--- config.mk ---
export PLATFORM = sky130hd
export DESIGN_NAME = flash_wr_gate
export DESIGN_NICKNAME = d
export VERILOG_FILES = /design/src/rtl/fwg_pkg.sv /design/src/rtl/fwg_sync.sv /design/src/rtl/fwg_holdoff.sv /design/src/rtl/fwg_pulse_fsm.sv /design/src/rtl/flash_wr_gate.sv
export SDC_FILE = /design/constraint.sdc
export NUM_CORES = 1
export LEC_CHECK = 0
export ABC_AREA = 1
export BUFFER_PORTS_ARGS = -buffer_cell sky130_fd_sc_hd__buf_2
export CAP_MARGIN = 20
export CORE_MARGIN = 3
export CORE_UTILIZATION = 45
export CTS_BUF_LIST = sky130_fd_sc_hd__clkbuf_4 sky130_fd_sc_hd__clkbuf_8
export DETAILED_ROUTE_END_ITERATION = 8
export GPL_ROUTABILITY_DRIVEN = 0
export HOLD_SLACK_MARGIN = 0.06
export PLACE_DENSITY = 0.72
export SKIP_LAST_GASP = 1
export SLEW_MARGIN = 20
export SYNTH_ARGS = -nofsm -noshare
export SYNTH_HDL_FRONTEND = slang
export SYNTH_HIERARCHICAL = 1
export SYNTH_SLANG_ARGS = --single-unit
--- constraint.sdc ---
create_clock -name clk -period 2 [get_ports clk]
set_input_delay 0.1 -clock clk [delete_from_list [all_inputs] [get_ports clk]]
set_output_delay 0.1 -clock clk [all_outputs]
set_load 0.02 [all_outputs]
--- src/rtl/fwg_pkg.sv ---
package fwg_pkg;

    typedef enum logic [1:0] {
        HO_OFF,
        HO_COUNT,
        HO_READY
    } ho_state_e;

    typedef enum logic [1:0] {
        PW_IDLE,
        PW_MEASURE,
        PW_ARMED,
        PW_SPOILED
    } pw_state_e;

endpackage

--- src/rtl/fwg_sync.sv ---
module fwg_sync #(
    parameter int WIDTH  = 3,
    parameter int STAGES = 2
) (
    input  logic             clk,
    input  logic             rst_n,
    input  logic [WIDTH-1:0] d_in,
    output logic [WIDTH-1:0] d_out
);
    logic [WIDTH-1:0] stage_q [STAGES];

    genvar g;
    generate
        for (g = 0; g < STAGES; g++) begin : g_stage
            always_ff @(posedge clk or negedge rst_n) begin
                if (!rst_n) begin
                    stage_q[g] <= '1;
                end else if (g == 0) begin
                    stage_q[g] <= d_in;
                end else begin
                    stage_q[g] <= stage_q[(g == 0) ? 0 : g - 1];
                end
            end
        end
    endgenerate

    assign d_out = stage_q[STAGES-1];
endmodule

--- src/rtl/fwg_holdoff.sv ---
module fwg_holdoff
    import fwg_pkg::*;
#(
    parameter int HOLDOFF_CYC = 500000
) (
    input  logic clk,
    input  logic rst_n,
    input  logic pwr_good,
    output logic blocked
);
    localparam int CNT_W = $clog2(HOLDOFF_CYC + 1);
    localparam logic [CNT_W-1:0] CNT_LAST = CNT_W'(HOLDOFF_CYC - 1);

    ho_state_e        state_q, state_d;
    logic [CNT_W-1:0] cnt_q, cnt_d;

    always_ff @(posedge clk or negedge rst_n) begin
        if (!rst_n) begin
            state_q <= HO_OFF;
            cnt_q   <= '0;
        end else begin
            state_q <= state_d;
            cnt_q   <= cnt_d;
        end
    end

    always_comb begin
        state_d = state_q;
        cnt_d   = cnt_q;
        unique case (state_q)
            HO_OFF: begin
                cnt_d = '0;
                if (pwr_good) state_d = HO_COUNT;
            end
            HO_COUNT: begin
                if (!pwr_good) begin
                    state_d = HO_OFF;
                    cnt_d   = '0;
                end else if (cnt_q == CNT_LAST) begin
                    state_d = HO_READY;
                end else begin
                    cnt_d = cnt_q + 1'b1;
                end
            end
            HO_READY: begin
                if (!pwr_good) begin
                    state_d = HO_OFF;
                    cnt_d   = '0;
                end
            end
            default: begin
                state_d = HO_OFF;
                cnt_d   = '0;
            end
        endcase
    end

    always_comb begin
        blocked = (state_q != HO_READY) || !pwr_good;
    end
endmodule

--- src/rtl/fwg_pulse_fsm.sv ---
module fwg_pulse_fsm
    import fwg_pkg::*;
#(
    parameter int MIN_LOW_CYC = 2
) (
    input  logic clk,
    input  logic rst_n,
    input  logic s_we_n,
    input  logic s_ce_n,
    input  logic s_oe_n,
    input  logic blocked,
    output logic wr_pulse
);
    localparam int RUN_W = $clog2(MIN_LOW_CYC + 1) + 1;
    localparam logic [RUN_W-1:0] RUN_LAST = RUN_W'(MIN_LOW_CYC - 1);

    pw_state_e        state_q, state_d;
    logic [RUN_W-1:0] run_q, run_d;
    logic             clean_low;
    logic             bad_low;

    always_comb begin
        clean_low = !s_we_n && !s_ce_n && s_oe_n && !blocked;
        bad_low   = !s_we_n && !clean_low;
    end

    always_ff @(posedge clk or negedge rst_n) begin
        if (!rst_n) begin
            state_q <= PW_IDLE;
            run_q   <= '0;
        end else begin
            state_q <= state_d;
            run_q   <= run_d;
        end
    end

    always_comb begin
        state_d = state_q;
        run_d   = run_q;
        unique case (state_q)
            PW_IDLE: begin
                run_d = '0;
                if (bad_low) begin
                    state_d = PW_SPOILED;
                end else if (clean_low) begin
                    run_d   = RUN_W'(1);
                    state_d = (MIN_LOW_CYC <= 1) ? PW_ARMED : PW_MEASURE;
                end
            end
            PW_MEASURE: begin
                if (s_we_n) begin
                    state_d = PW_IDLE;
                end else if (bad_low) begin
                    state_d = PW_SPOILED;
                end else if (run_q == RUN_LAST) begin
                    state_d = PW_ARMED;
                end else begin
                    run_d = run_q + 1'b1;
                end
            end
            PW_ARMED: begin
                if (s_we_n) begin
                    state_d = PW_IDLE;
                end else if (bad_low) begin
                    state_d = PW_SPOILED;
                end
            end
            PW_SPOILED: begin
                if (s_we_n) state_d = PW_IDLE;
            end
            default: state_d = PW_IDLE;
        endcase
    end

    always_comb begin
        wr_pulse = (state_q == PW_ARMED) && s_we_n && !blocked;
    end
endmodule

--- src/rtl/flash_wr_gate.sv ---
module flash_wr_gate #(
    parameter int MIN_LOW_CYC = 2,
    parameter int HOLDOFF_CYC = 500000,
    parameter int SYNC_STAGES = 2
) (
    input  logic clk,
    input  logic rst_n,
    input  logic ce_n,
    input  logic oe_n,
    input  logic we_n,
    input  logic pwr_good,
    output logic wr_pulse,
    output logic wr_blocked
);
    localparam int STROBES = 3;

    logic [STROBES-1:0] raw_strobes;
    logic [STROBES-1:0] sync_strobes;
    logic               s_ce_n, s_oe_n, s_we_n;

    assign raw_strobes = {ce_n, oe_n, we_n};
    assign {s_ce_n, s_oe_n, s_we_n} = sync_strobes;

    fwg_sync #(
        .WIDTH (STROBES),
        .STAGES(SYNC_STAGES)
    ) u_sync (
        .clk  (clk),
        .rst_n(rst_n),
        .d_in (raw_strobes),
        .d_out(sync_strobes)
    );

    fwg_holdoff #(
        .HOLDOFF_CYC(HOLDOFF_CYC)
    ) u_holdoff (
        .clk     (clk),
        .rst_n   (rst_n),
        .pwr_good(pwr_good),
        .blocked (wr_blocked)
    );

    fwg_pulse_fsm #(
        .MIN_LOW_CYC(MIN_LOW_CYC)
    ) u_pulse (
        .clk     (clk),
        .rst_n   (rst_n),
        .s_we_n  (s_we_n),
        .s_ce_n  (s_ce_n),
        .s_oe_n  (s_oe_n),
        .blocked (wr_blocked),
        .wr_pulse(wr_pulse)
    );
endmodule

======== Word level (Yosys, flattened, before mapping) ========
Cells that the tools add are included.
storage, ports and cells
  input bits .............................. 6
  flip-flop bits (word level) ............. 32
  output and inout bits ................... 2
cells by class
  $add $sub $neg .......................... 2
  reductions and logical operators ........ 19
  muxes and demuxes ....................... 24
  equality and inequality tests ........... 19
operators by type and width
  kind                                                    count
  two-way mux 19 bit                                      3
  one-hot mux 19 bit (2 select lines)                     1
  two-way mux 2 bit                                       12
  adder 19 x 1 -> 19 bit (second input constant)          1
  == test 19 bit (second input constant)                  1
  inequality test 2 bit (second input constant)           7
  two-way mux 3 bit                                       4
  one-hot mux 2 bit (4 select lines)                      1
  AND reduction 4 bit                                     2
  == test 2 bit (second input constant)                   3
  logical AND 1 bit                                       6
  inequality test 3 x 2 -> 1 bit (second input constant)  2
  one-hot mux 2 bit (3 select lines)                      1
  one-hot mux 3 bit (2 select lines)                      1
  logical NOT 1 bit                                       5
  == test 2 x 1 -> 1 bit (second input constant)          2
  logical NOT 2 bit                                       2
  inequality test 4 x 2 -> 1 bit (second input constant)  1
  adder 3 x 1 -> 3 bit (second input constant)            1
  == test 3 x 1 -> 1 bit (second input constant)          1
  inequality test 3 x 1 -> 1 bit (second input constant)  1
  inequality test 3 bit (second input constant)           1
  AND reduction 3 bit                                     1
  AND reduction 2 bit                                     1
  3 further kinds                                         3

======== Logic depth before layout (Yosys ltp) ========
  word-level depth ........................ 9
  mapped depth ............................ 11

======== By module ========
Netlist, hierarchy kept.
by module, submodules not included
  module         area an instance (um2)  cells an instance  times used
  fwg_holdoff    1421.4                  203                1
  fwg_pulse_fsm  420.4                   62                 1
  fwg_sync       180.2                   9                  1

======== Worst setup path after synthesis ========
No wires, ideal clock.
  path kind ............................... reg-to-output
  from .................................... register u_holdoff.state_q[0]
  to ...................................... output wr_pulse
  path slack .............................. 283 ps
  buffers on the path ..................... 0
  stages on the path, launching flop included .. 4
  data required time ...................... 1900 ps
  arrival time ............................ 1617 ps
  cell sequence ........................... dfrtp_1 > inv_1 > nand3_1 > nor4_1
on the way
  word-level cells in the longest chain between the ends .. 4
ends and longest elaborated chain
  item                    RTL line             RTL
  from (decl)             fwg_holdoff.sv:14    ho_state_e state_q, state_d;
  from (signal assigned)  fwg_holdoff.sv:22    state_q <= state_d;
  inequality test 2 bit   fwg_holdoff.sv:59    blocked = (state_q != HO_READY) || !pwr_good;
  logical OR 1 bit        fwg_holdoff.sv:59
  net wr_blocked          flash_wr_gate.sv:13  output logic wr_blocked
  logical NOT 1 bit       fwg_pulse_fsm.sv:76  wr_pulse = (state_q == PW_ARMED) && s_we_n && !blocked;
  logical AND 1 bit       fwg_pulse_fsm.sv:76
  to (decl)               flash_wr_gate.sv:12  output logic wr_pulse,
The timed path passes the listed nets, and every way through them passes these cells.

======== Worst setup path in the final report ========
  from .................................... register u_holdoff.cnt_q[0]
  to ...................................... register u_holdoff.cnt_q[3]
on the way
  word-level cells in the longest chain between the ends .. 4
  elaborated cells on any way between the ends .. 7
ends and longest elaborated chain
  item                                 RTL line           RTL
  from (decl)                          fwg_holdoff.sv:15  logic [CNT_W-1:0] cnt_q, cnt_d;
  from (signal assigned)               fwg_holdoff.sv:23  cnt_q <= cnt_d;
  adder 19 x 1 -> 19 bit               fwg_holdoff.sv:42  cnt_d = cnt_q + 1'b1;
  two-way mux 19 bit                   fwg_holdoff.sv:39  end else if (cnt_q == CNT_LAST) begin
  two-way mux 19 bit                   fwg_holdoff.sv:36  if (!pwr_good) begin
  one-hot mux 19 bit (2 select lines)  fwg_holdoff.sv:30  unique case (state_q)
Parallel ways exist; a longest one is shown, timed or not. The select of a mux whose other input is x is not followed.
A chain may end at the register's enable or synchronous reset.

==> metrics.md <==
| Metric | Value |
|---|---|
| Outcome | completed |
| Endpoint class of the critical path | flop |
| R2R setup slack | 0.22 ns |
| Total track usage | 0.174 |
| Count of warnings emitted by yosys | 6 |
| Relative contribution of combinational cells to total power | 0.197 |
| Total negative slack for setup checks | 0 ns |
| Total clock buffers created by CTS | 5 |
| Number of hold violations in the final report | 0 |
| Cell with the most instances after synthesis | nand2_1 |
| Final net count | 296 |
| Cells along the critical path | ha_1, inv_1, nor2_4, nand2_2, nor2_2, nand3_2, nand2_4, inv_2, nand2_1, o21ai_2 |
| Reported net switching power | 0.514 mW |
| Post-synthesis net count | 283 |
| Clock root buffer | clkbuf_8 |
| Mapped Cells | 274 |
| Die area | 0.00533 mm2 |
| Worst voltage drop across the vdd grid | 558 uV |
| Leading register cell type out of synthesis | dfrtp_1 |
| Area Growth Syn to Fin | 9.53% |
| Synthesized flop and latch total | 32 |
| Distinct cells, synth | 30 |
| Leading post-synthesis cells by cell area | dfrtp_1 32%, nand2_1 14%, dfstp_2 7.8% |
| Dpl hpwl | 3020 um |
| Arrival time of data at the critical path endpoint | 1.95 ns |
| Met2 layer wire length in the routed design | 1860 um |
| Crit share post-route | 0.889 |
| Setup skew after layout | 0.00468 ns |
| CP startpoint kind | flop |
| Clock Tree Buf Depth | 2 |
| Num ports | 8 |
| Vertical die dimension | 73.0 um |
| Total of fill cells in the finished design | 385 |
| Global-route wire length before repair | 7240 um |
| Type of the most critical hold path | in -> reg |
| Area post-placement | 0.00207 mm2 |
| Share of flip-flops with an asynchronous set or reset after synthesis | 1.00 |
| Metal-1 WL | 1980 um |
| Die X-Extent | 73.0 um |
| Leading post-synthesis cells by instance count | 76 x nand2_1, 32 x inv_1, 29 x nor2_1 |
| Worst endpoint required time | 2.17 ns |
| Maximum clock rate | 562 MHz |
| Maximum number of pins on one net before global-route repair | 33 |
| Critical path start-end classification | reg -> reg |
| Initial core utilization | 0.485 |
| Core area | 0.00417 mm2 |
| Antenna fix cells | 0 |
| DRT iter0 DRCs | 78 |
| Critical Path Fanout Max | 12 |
| Max cap viols | 0 |
| Count of final setup violators | 0 |
| Yosys top cell by area | dfrtp_1 |
| Average wire length per cell after detail routing | 12.3 um |
| Sequential Power Share | 0.480 |
| Share of the synthesized area in the top cell type | 0.322 |
| Antenna-violating nets left | 0 |
| Post-Synthesis Cell Area | 0.00202 mm2 |
| Largest stage delay, worst path | 0.41 ns |
| Clock slew seen by the registers of the worst setup and hold paths | 0.07 ns |
| Fin area | 0.00221 mm2 |
| GRT Residual Overflow | 0 |
| Sw Share | 0.329 |
| Number of iterations in the first detailed-routing pass | 5 |
| Internal power summed over all cells | 1.05 mW |
| Unrepaired setup endpoints after global routing | no |
| Power density over cell area | 705 mW/mm2 |
| Number of enable-type register cells in the synthesized netlist | 0 |
| Clk Latency, worst-skew pair | 0.28 ns |
| CP max stage cell | dfrtp_2 |
| Max Used Layer | met4 |
| CTS HTree Levels | 2 |
| Via density per instance | 5.23 |
| Fraction of the yosys area taken by sequential cells | 0.400 |
| Per-instance average area after synthesis | 7.38 um2 |
| Final period demand of the worst path | 1.78 ns |
| Remaining max-slew budget at the tightest pin | 0.538 |
| Number of antenna violations at the first check in global routing | 0 |
| Proportion of power drawn by the clock network | 0.322 |
| Worst slew pin tran | 0.693 ns |
| Port buffer count | 7 |
| Total length of routed met3 wires | 273 um |
| Final-report max-slew violation count | 0 |
| TritonCTS Sinks | 32 |
| Total leakage power | 0.968 nW |
| DRC errors left | 0 |
| Via count | 1,769 |
| Sum of routed wire length over all layers | 4150 um |
| Fraction of final layout cells with drive strength greater than 1 | 0.191 |
| Vias in the first global route | 1,658 |
| CTS tree | done |
| Row Count | 23 |
==> metal layers <==
metal	track usage	vias up
li1	-	906
met2	0.270	54
met4	0.0615	0
met3	0.0386	6
met1	0.237	803
met5	0	-
==> per-stage QoR <==
stage	util	std cells	worst slack (ns)	hold slack (ns)	total power, mW
final	0.531	338	0.221	0.223	1.56
after global routing	0.531	338	0.0572	0.228	1.66
after CTS	0.527	336	0.0942	0.214	1.58
after detailed placement	0.495	324	0.115	0.188	1.07
after global placement	0.495	324	0.179	0.186	1.06
after floorplan	-	274	0.283	-0.196	0.999
==> critical path, delay by kind of cell, from the launching register on <==
family / cells / cell delay (ns)
buffers and inverters: 2 / 0.25
adders and majority gates: 1 / 0.21
DFF: 1 / 0.41
AOI/OAI and AO/OA: 1 / 0.05
and+or+nand+nor: 6 / 0.74
==> power by group through the flow <==
stage | sequential (mW) | combinational, mW | clock, mW
3_3_place_gp | 0.760 | 0.302 | 0
4_1_cts | 0.750 | 0.313 | 0.517
3_5_place_dp | 0.762 | 0.306 | 0
5_1_grt | 0.758 | 0.359 | 0.543
6_report | 0.750 | 0.308 | 0.504
2_1_floorplan | 0.748 | 0.252 | 0
==> logic make-up (layout without fill, tap and decap cells) <==
family	after synthesis	after routing	synth area share
compound gates	28	28	0.0910
xor+xnor	5	5	0.0217
fa+ha+maj	3	3	0.0186
buf+inv	44	58	0.0953
flops	32	32	0.400
simple gates	162	162	0.374
==> cell type report <==
class,instances,area (um2),share of cell area
Clock inverter,3,23.8,0.0107
Multi-Input combinational cell,198,1020,0.461
Tap cell,50,62.6,0.0282
Inverter,37,139,0.0627
Sequential cell,32,810,0.366
Clock buffer,5,68.8,0.0311
Timing Repair Buffer,13,90.1,0.0407
==> sequential cells by signal (all words and copies together), names as in the netlist <==
register / flops
u_holdoff/cnt_q: 19
u_pulse/run_q: 3
u_sync/d_out: 3
u_sync/stage_q: 3
u_holdoff/state_q: 2
u_pulse/state_q: 2
==> cell usage in the layout, fill, tap and decap left out, types with 4 or more instances in the layout <==
cell	instances
buf_2	7
clkbuf_8	5
dfrtp_1	25
dfstp_2	6
dlygate4sd3_1	4
inv_1	32
inv_2	5
nand2_1	76
nand2_2	7
nand3_1	17
nand4_1	17
nor2_1	29
o21ai_0	10
o21ai_2	9
xor2_1	5
==> what timing repair did <==
| item | in CTS | in global routing |
|---|---|---|
| resized for setup | 0 | 1 |
| hold buffers | 4 | 0 |
| buffers inserted | 0 | 2 |
| setup endpoints to repair | 0 | 11 |
| endpoints found under the hold margin | 29 | 0 |
==> worst paths after layout <==
| check | startpoint | depth (start not counted) | endpoint |
|---|---|---|---|
| worst max-delay path | u_holdoff/cnt_q[0] | 10 | u_holdoff/cnt_q[3] |
| worst min-delay path | pwr_good | 3 | u_holdoff/cnt_q[4] |
| worst max register to register | u_holdoff/cnt_q[0] | 10 | u_holdoff/cnt_q[3] |
| worst min register to register | u_sync/stage_q[3] | 0 | u_sync/d_out[0] |
| max in group asynchronous | rst_n | 2 | u_holdoff/cnt_q[0] |
| min in group asynchronous | rst_n | 2 | u_holdoff/cnt_q[3] |
(Power assumes the default switching activity.)
